**src/rtl/bt_pkg.sv**
```systemverilog
package bt_pkg;

    localparam int DATA_W   = 32;
    localparam int N_SPACES = 3;

    typedef logic [DATA_W-1:0] word_t;

    typedef enum logic [1:0] {
        SP_MEM  = 2'b00,
        SP_IO   = 2'b01,
        SP_CFG  = 2'b10,
        SP_NONE = 2'b11
    } space_e;

    typedef struct packed {
        space_e space;
        logic   wr;
    } cmd_t;

    typedef enum logic [1:0] {
        ST_IDLE = 2'b00,
        ST_XFER = 2'b01,
        ST_SKIP = 2'b10
    } phase_e;

    // True when addr and base agree on every bit from lsb upward.
    function automatic logic in_window(word_t addr, word_t base, int unsigned lsb);
        word_t diff;
        diff = (addr ^ base) >> lsb;
        return diff == '0;
    endfunction

endpackage

```
**src/rtl/bt_decode.sv**
```systemverilog
module bt_decode
    import bt_pkg::*;
#(
    parameter int    AW       = 3,
    parameter word_t MEM_BASE = 32'h4000_0000,
    parameter word_t IO_BASE  = 32'h0000_1000,
    parameter word_t CFG_BASE = 32'h0000_0100
) (
    input  word_t          addr,
    input  cmd_t           cmd,
    output logic           hit,
    output logic [AW-1:0]  idx
);

    localparam int unsigned WIN_LSB = AW + 2;

    logic [N_SPACES-1:0] sp_hit;

    for (genvar g = 0; g < N_SPACES; g++) begin : g_space
        localparam word_t BASE = (g == 0) ? MEM_BASE :
                                 (g == 1) ? IO_BASE  : CFG_BASE;
        assign sp_hit[g] = (cmd.space == space_e'(g)) &&
                           in_window(addr, BASE, WIN_LSB);
    end

    assign hit = |sp_hit;
    assign idx = addr[AW+1:2];

endmodule

```
**src/rtl/bt_ctrl.sv**
```systemverilog
module bt_ctrl
    import bt_pkg::*;
#(
    parameter int AW     = 3,
    parameter int WAIT_W = 2
) (
    input  logic              clk,
    input  logic              rst,
    input  logic              txn_n,
    input  logic              init_rdy_n,
    input  logic              hit,
    input  logic              cmd_wr,
    input  logic [AW-1:0]     idx,
    input  logic [WAIT_W-1:0] wait_in,
    output logic              tgt_rdy_n,
    output logic              drive_rd,
    output logic              wr_en,
    output logic [AW-1:0]     ptr
);

    phase_e            st;
    logic [WAIT_W-1:0] wcnt;
    logic [AW-1:0]     ptr_q;
    logic              wr_q;

    logic addr_phase;
    logic ready;
    logic beat;

    assign addr_phase = (st == ST_IDLE) && !txn_n;
    assign ready      = (st == ST_XFER) && (wcnt == '0);
    assign beat       = ready && !init_rdy_n;

    always_ff @(posedge clk) begin
        if (rst) begin
            st    <= ST_IDLE;
            wcnt  <= '0;
            ptr_q <= '0;
            wr_q  <= 1'b0;
        end else begin
            case (st)
                ST_IDLE: begin
                    if (!txn_n) begin
                        if (hit) begin
                            st    <= ST_XFER;
                            ptr_q <= idx;
                            wr_q  <= cmd_wr;
                            wcnt  <= wait_in;
                        end else begin
                            st <= ST_SKIP;
                        end
                    end
                end
                ST_XFER: begin
                    if (wcnt != '0) begin
                        wcnt <= wcnt - WAIT_W'(1);
                    end else if (!init_rdy_n) begin
                        ptr_q <= ptr_q + AW'(1);
                        if (txn_n) st <= ST_IDLE;
                    end
                end
                ST_SKIP: begin
                    if (txn_n && init_rdy_n) st <= ST_IDLE;
                end
                default: st <= ST_IDLE;
            endcase
        end
    end

    assign tgt_rdy_n = !ready;
    assign drive_rd  = (st == ST_XFER) && !wr_q;
    assign wr_en     = beat && wr_q;
    assign ptr       = ptr_q;

    AST_WAIT_HOLD: assert property (@(posedge clk) disable iff (rst)
        (addr_phase && hit && wait_in != '0) |=> tgt_rdy_n);

    AST_RDY_KEEP: assert property (@(posedge clk) disable iff (rst)
        (!tgt_rdy_n && !(!init_rdy_n && txn_n)) |=> !tgt_rdy_n);

    AST_MISS_QUIET: assert property (@(posedge clk) disable iff (rst)
        (addr_phase && !hit) |=> (tgt_rdy_n && !drive_rd));

    AST_PTR_STEP: assert property (@(posedge clk) disable iff (rst)
        (!tgt_rdy_n && !init_rdy_n && !txn_n) |=> (ptr == $past(ptr) + AW'(1)));

    AST_PTR_HOLD: assert property (@(posedge clk) disable iff (rst)
        (!tgt_rdy_n && init_rdy_n) |=> $stable(ptr));

endmodule

```
**src/rtl/bt_regs.sv**
```systemverilog
module bt_regs
    import bt_pkg::*;
#(
    parameter int DEPTH = 8,
    parameter int AW    = $clog2(DEPTH)
) (
    input  logic          clk,
    input  logic          rst,
    input  logic          wr_en,
    input  logic [AW-1:0] ptr,
    input  word_t         wdata,
    output word_t         rdata
);

    word_t cells [DEPTH];

    for (genvar i = 0; i < DEPTH; i++) begin : g_cell
        always_ff @(posedge clk) begin
            if (rst) begin
                cells[i] <= '0;
            end else if (wr_en && ptr == AW'(i)) begin
                cells[i] <= wdata;
            end
        end
    end

    assign rdata = cells[ptr];

endmodule

```
**src/rtl/burst_target.sv**
```systemverilog
module burst_target
    import bt_pkg::*;
#(
    parameter int    DEPTH    = 8,
    parameter int    WAIT_W   = 2,
    parameter word_t MEM_BASE = 32'h4000_0000,
    parameter word_t IO_BASE  = 32'h0000_1000,
    parameter word_t CFG_BASE = 32'h0000_0100
) (
    input  logic              clk,
    input  logic              rst,
    input  logic              txn_n,
    input  logic              init_rdy_n,
    input  logic [2:0]        cmd,
    input  logic [31:0]       ad_in,
    input  logic [WAIT_W-1:0] wait_cfg,
    output logic              tgt_rdy_n,
    output logic              ad_oe,
    output logic [31:0]       ad_out
);

    localparam int AW = $clog2(DEPTH);

    cmd_t          cmd_s;
    logic          hit;
    logic [AW-1:0] idx;
    logic [AW-1:0] ptr;
    logic          drive_rd;
    logic          wr_en;
    word_t         rdata;

    assign cmd_s = cmd_t'(cmd);

    bt_decode #(
        .AW(AW), .MEM_BASE(MEM_BASE), .IO_BASE(IO_BASE), .CFG_BASE(CFG_BASE)
    ) u_decode (
        .addr(ad_in), .cmd(cmd_s), .hit(hit), .idx(idx)
    );

    bt_ctrl #(.AW(AW), .WAIT_W(WAIT_W)) u_ctrl (
        .clk(clk), .rst(rst), .txn_n(txn_n), .init_rdy_n(init_rdy_n),
        .hit(hit), .cmd_wr(cmd_s.wr), .idx(idx), .wait_in(wait_cfg),
        .tgt_rdy_n(tgt_rdy_n), .drive_rd(drive_rd), .wr_en(wr_en), .ptr(ptr)
    );

    bt_regs #(.DEPTH(DEPTH), .AW(AW)) u_regs (
        .clk(clk), .rst(rst), .wr_en(wr_en), .ptr(ptr),
        .wdata(ad_in), .rdata(rdata)
    );

    assign ad_oe  = drive_rd;
    assign ad_out = drive_rd ? rdata : '0;

    AST_END_RELEASE: assert property (@(posedge clk) disable iff (rst)
        (!tgt_rdy_n && !init_rdy_n && txn_n) |=> (tgt_rdy_n && !ad_oe));

    AST_READ_STABLE: assert property (@(posedge clk) disable iff (rst)
        (ad_oe && init_rdy_n && !tgt_rdy_n) |=> $stable(ad_out));

    AST_QUIET_OUT: assert property (@(posedge clk) disable iff (rst)
        (!ad_oe) |-> (ad_out == '0));

endmodule

```
**config.mk**
```make
export PLATFORM = sky130hd
export DESIGN_NAME = burst_target
export DESIGN_NICKNAME = d
export VERILOG_FILES = /design/src/rtl/bt_pkg.sv /design/src/rtl/bt_decode.sv /design/src/rtl/bt_ctrl.sv /design/src/rtl/bt_regs.sv /design/src/rtl/burst_target.sv
export SDC_FILE = /design/constraint.sdc
export NUM_CORES = 1
export LEC_CHECK = 0
export BUFFER_PORTS_ARGS = -buffer_cell sky130_fd_sc_hd__clkbuf_2
export CAP_MARGIN = 20
export CORE_MARGIN = 3
export CORE_UTILIZATION = 61
export CTS_BUF_LIST = sky130_fd_sc_hd__clkbuf_2 sky130_fd_sc_hd__clkbuf_4 sky130_fd_sc_hd__clkbuf_8
export CTS_CLUSTER_SIZE = 16
export DETAILED_ROUTE_END_ITERATION = 10
export HOLD_SLACK_MARGIN = 0.12
export PLACE_DENSITY = 0.76
export SLEW_MARGIN = 25
export SYNTH_ARGS = -nofsm -noshare
export SYNTH_HDL_FRONTEND = slang
export SYNTH_SLANG_ARGS = --single-unit
```
**constraint.sdc**
```tcl
create_clock -name clk -period 6 [get_ports clk]
set_clock_uncertainty 0.15 [all_clocks]
set_input_delay 0.9 -clock clk [delete_from_list [all_inputs] [get_ports clk]]
set_output_delay 0.9 -clock clk [all_outputs]
set_load 0.005 [all_outputs]
```
-- After elaboration in Yosys (flattened, before gate mapping)
Memories as Yosys holds them, arrays and structs flattened. A register that Yosys moved wholly into a read port is not among the register bits.
Cells that the tools add are included.
- add/subtract/negate cells: 2
- eq/ne operators: 18
- multiplexer cells: 53
- bitwise gates (word level): 12
- reductions and logical operators: 33
- operators by type and width (cell ; number):
    32-bit 2-to-1 mux ; 9
    32-bit zero test ; 3
    1-bit 2-to-1 mux ; 26
    2-bit 2-to-1 mux ; 9
    3-bit 2-to-1 mux ; 6
    1-bit logical AND ; 16
    3-bit == test (second input constant) ; 4
    2-bit inequality test (second input constant) ; 5
    5-bit AND reduction ; 2
    1-bit OR ; 8
    3-bit by 2-bit == test with 1-bit output (second input constant) ; 2
    2-bit zero test ; 3
    2-bit case mux with 3 select lines ; 1
    3-bit case mux with 2 select lines ; 1
    2-bit by 1-bit == test with 1-bit output (second input constant) ; 2
    2-bit == test (second input constant) ; 2
    2-bit by 1-bit inequality test with 1-bit output (second input constant) ; 2
    1-bit NOT ; 4
    2-bit case mux with 2 select lines ; 1
    4-bit AND reduction ; 1
    2-bit nonzero test ; 2
    3-bit by 1-bit adder with 3-bit output (second input constant) ; 1
    3-bit by 1-bit == test with 1-bit output (second input constant) ; 1
    1-bit zero test ; 3
    4 further kinds ; 4
- register bits: 8
- RAM bits: 256
- input bits: 41
- word-level logic and storage cells: 123
- memories kept: 1
- memory list (name ; depth ; bits a word ; rd ports ; clocked after Yosys merged registers in ; write ports ; RTL line ; RTL):
    u_regs.cells ; 8 ; 32 ; 1 ; 1 ; 8 ; bt_regs.sv:15 ; word_t cells [DEPTH];

-- Depth between registers and ports, before layout
- depth in word-level cells: 9
- depth in mapped cells: 8
- depth with buffers taken out: 6

-- Hierarchy
From an unflattened synthesis, not the netlist that was laid out.
- cell total of the unflattened synthesis: 905
- area, all modules: 12563.3 sq um
- modules (own cells, without submodules) (module ; instances ; cells an instance ; area each (sq um)):
    bt_regs ; 1 ; 793 ; 11651.2
    bt_ctrl ; 1 ; 59 ; 519.2
    burst_target ; 1 ; 35 ; 255.2
    bt_decode ; 1 ; 18 ; 137.6

-- Least setup slack after synthesis
No wires, ideal clock.
- path type: input-to-reg
- start: input rst
- end: memory u_regs.cells[3][0] in the netlist's numbering, enable pin
- data arrival time: 2360 ps
- setup slack: 3096 ps
- stages: 3
- path buffers: 2
- path through: buf_1 > buf_1 > nand2b_1
- RTL lines (what ; RTL line ; RTL):
    start, declared ; burst_target.sv:11 ; input logic rst,
    end, declared ; bt_regs.sv:15 ;

==> impl_metrics.json <==
{
  "critPathArrivalTime_ns": 2.97,
  "grt_usage_pct": 27.0,
  "synth_cells": 833,
  "core_mm2": 0.0199,
  "clock-sinks": 267,
  "synth_nets": 881,
  "cts_tree": "done",
  "hold_buffers": 0,
  "drt-total-wl_mm": 29.4,
  "synth_compound_area_share_pct": 2.11,
  "min_period_over_period_pct": 67.0,
  "tightest_slew_ns": 1.04,
  "ys_types": 51,
  "fin_area_mm2": 0.0140,
  "seq_area_mm2": 0.00791,
  "grt_max_degree": 97,
  "holdPathStages": 2,
  "critPathKind": "reg2out",
  "n_fill_cell": 1347,
  "muxShareOfSynthArea_pct": 14.6,
  "synth_edf_count": 256,
  "synth-xor-area-share_pct": 0.0694,
  "synth-simple-area-share_pct": 17.1,
  "cts.clk_slew.worst_paths_ns": 0.06,
  "grt_pass1_wl_mm": 45.2,
  "ys_seq_area_share_pct": 62.6,
  "hold_class": "reg2reg",
  "die_w_um": 150,
  "placed_area_mm2": 0.0132,
  "rows": 51,
  "powerDensity_mw_per_mm2": 270,
  "synth_area_leader_cell": "edfxtp_1",
  "num_antenna_cells": 0,
  "drt_iter0_markers": 919,
  "setup_tns_ns": 0,
  "final-max-slew-violation-count": 0,
  "fin_nets": 952,
  "drive_gt1_share_pct": 26.5,
  "synth_fa_ha_area_share_pct": 0.694,
  "ys_seq_elements": 267,
  "clock_latency_ns": 0.54,
  "max_slew_margin_pct": 30.3,
  "status": "finished clean",
  "place_hpwl_mm": 16.4,
  "synthFlopType": "edfxtp_1",
  "initial_core_util_pct": 63.4,
  "syn_to_final_growth_pct": 11.0,
  "die-area_mm2": 0.0225,
  "clock.fmax_ghz": 0.249,
  "numCtsBuffers": 42,
  "grt_overflow": 0,
  "ff2ff_path_depth": 6,
  "htree_levels": 2,
  "wire_per_inst_um": 24.5,
  "io_buffers": 74,
  "irDropWorstVdd_mv": 0.197,
  "p_leak_uw": 0.00521,
  "yosysTopAreaCellShare_pct": 60.9,
  "place_congestion": 0.861,
  "cp.required_ns": 4.95,
  "synth_top_family_by_area": "simple AND/OR/NAND/NOR gates",
  "synth_warnings": 0,
  "cts_resized": 0,
  "rsz0062_at_grt": "false",
  "postCtsSetupBuffers": 0,
  "drc": 0,
  "root_buffer": "clkbuf_8",
  "die_height_um": 150,
  "avgSynthCellArea_um2": 15.2,
  "num_vias": 7530,
  "end_kind": "primary output",
  "pin_count": 75,
  "setup_viol": 0,
  "synth-async-reset-ratio_pct": 0,
  "critPathLaunchType": "flop",
  "period_minus_slack_ns": 4.02,
  "ant_nets": 0,
  "fin_hold_ws_ns": 0.371,
  "syn_area_mm2": 0.0126,
  "hold_viol_final": 0,
  "multi_input_area_mm2": 0.00441,
  "first_pass_iters": 5,
  "antenna_found_initial": 1,
  "synthTopCellsByArea": "edfxtp_1 (61%), mux4_2 (11%), and2_1 (7.8%), and3_1 (4.9%), mux2i_1 (2.8%)",
  "clockBufferDepth": 3,
  "drv_cap": 0,
  "grt_pass1_vias": 7952,
  "path_max_fanout": 35,
  "via_per_inst": 6.29
}
## cells in the mapped netlist (all sizes together), types with 2 or more instances
cell     number
nand3         7
nor2b         3
mux4         64
a211oi        3
and3         98
nand2         4
clkbuf       29
nand3b        2
o21ai         6
edfxtp      256
nor2         41
and4bb        2
and3b         2
nor4          9
nand2b        9
buf          37
a32oi         3
mux2i        35
nor3b         4
dfxtp        11
and2        158
nor3          3
ha            7
inv           8
mux2          5
a21o          8
a2111oi       2
a21oi         2
## per-stage QoR
stage	power [µW]	setup slack (ns)	utilization, %	cells
floorplan	2260	3.10	-	833
global placement	2330	2.46	66.2	1124
detailed placement	2340	2.41	66.3	1124
CTS	3810	1.84	70.3	1196
global route	3920	1.83	70.4	1197
finish	3790	1.98	70.4	1197
## state kept, by name, summed over array words and instances, names as in the netlist, named ones only
signal	cells
u_ctrl.ptr	3
u_ctrl.st	2
u_ctrl.wcnt	2
u_ctrl.wr_q	1
u_regs.cells	256
## where the power goes
group          leakage (µW)  total [µW]  switching, µW  internal, µW
logic               0.00226         150           96.6          53.8
registers           0.00252        2150           27.3          2130
clock network      0.000435        1480            664           821
total               0.00521        3790            788          3000
## worst paths after layout
path	from	end	slack [ns]
setup reg to reg	u_ctrl.wcnt[0]	u_regs.cells[1][15]	3.30
setup / recovery	flop	ad_out[26]	1.98
hold / removal	u_ctrl.wr_q	u_ctrl.wr_q	0.37
hold reg to reg	u_ctrl.wr_q	u_ctrl.wr_q	0.37
## cell type report
cell class,instances,share of cell area (%)
repair buffers,93,3.75
multi-input cells,492,31.5
flip-flops and latches,267,56.5
well taps,265,2.37
inverters,8,0.214
clock inverters,5,0.143
clock buffers,67,5.60
## kinds of logic after synthesis
family	after synthesis
buffers and inverters	74
AO/OA/AOI/OAI	32
adder cells (fa/ha/maj)	7
flip-flops	267
AND/OR/NAND/NOR	348
multiplexers	104
XOR/XNOR	1
## critical path: stages (launching register included)
cell,delay [ns]
dfxtp_2,1.02
buf_4,0.54
mux4_2,0.37
mux2i_1,0.18
nor2_1,0.12
clkbuf_2,0.18
## layer usage
metal / vias to the layer above / global-route usage, % / wire [µm]
met5: - / 0 / 17
met4: 2 / 8.55 / 679
met3: 62 / 5.36 / 2270
met2: 345 / 45.1 / 15100
met1: 3827 / 36.1 / 11300
li1: 3294 / - / -
## placed cells by master, fill, tap and decap left out, types with 3 or more instances in the layout
| cell type | netlist | final |
|---|---|---|
| clkbuf_8 | 0 | 45 |
| mux2i_1 | 35 | 35 |
| a21o_1 | 8 | 8 |
| clkbuf_4 | 0 | 22 |
| buf_4 | 6 | 18 |
| and3_1 | 98 | 98 |
| clkinv_1 | 0 | 4 |
| inv_1 | 8 | 8 |
| edfxtp_1 | 256 | 256 |
| nor2b_1 | 3 | 3 |
| nand2b_1 | 9 | 7 |
| mux2_1 | 5 | 5 |
| ha_1 | 7 | 7 |
| nor4_1 | 4 | 4 |
| mux4_2 | 64 | 64 |
| dfxtp_1 | 11 | 8 |
| a32oi_1 | 3 | 3 |
| o21ai_0 | 6 | 6 |
| nor2_1 | 41 | 39 |
| nand3_1 | 7 | 7 |
| clkbuf_2 | 0 | 74 |
| nor3b_4 | 0 | 3 |
| nor4_2 | 4 | 4 |
| a211oi_1 | 3 | 3 |
| and2_1 | 158 | 158 |
| nand2_1 | 4 | 4 |
No activity file was read; power rests on OpenSTA's default activity.
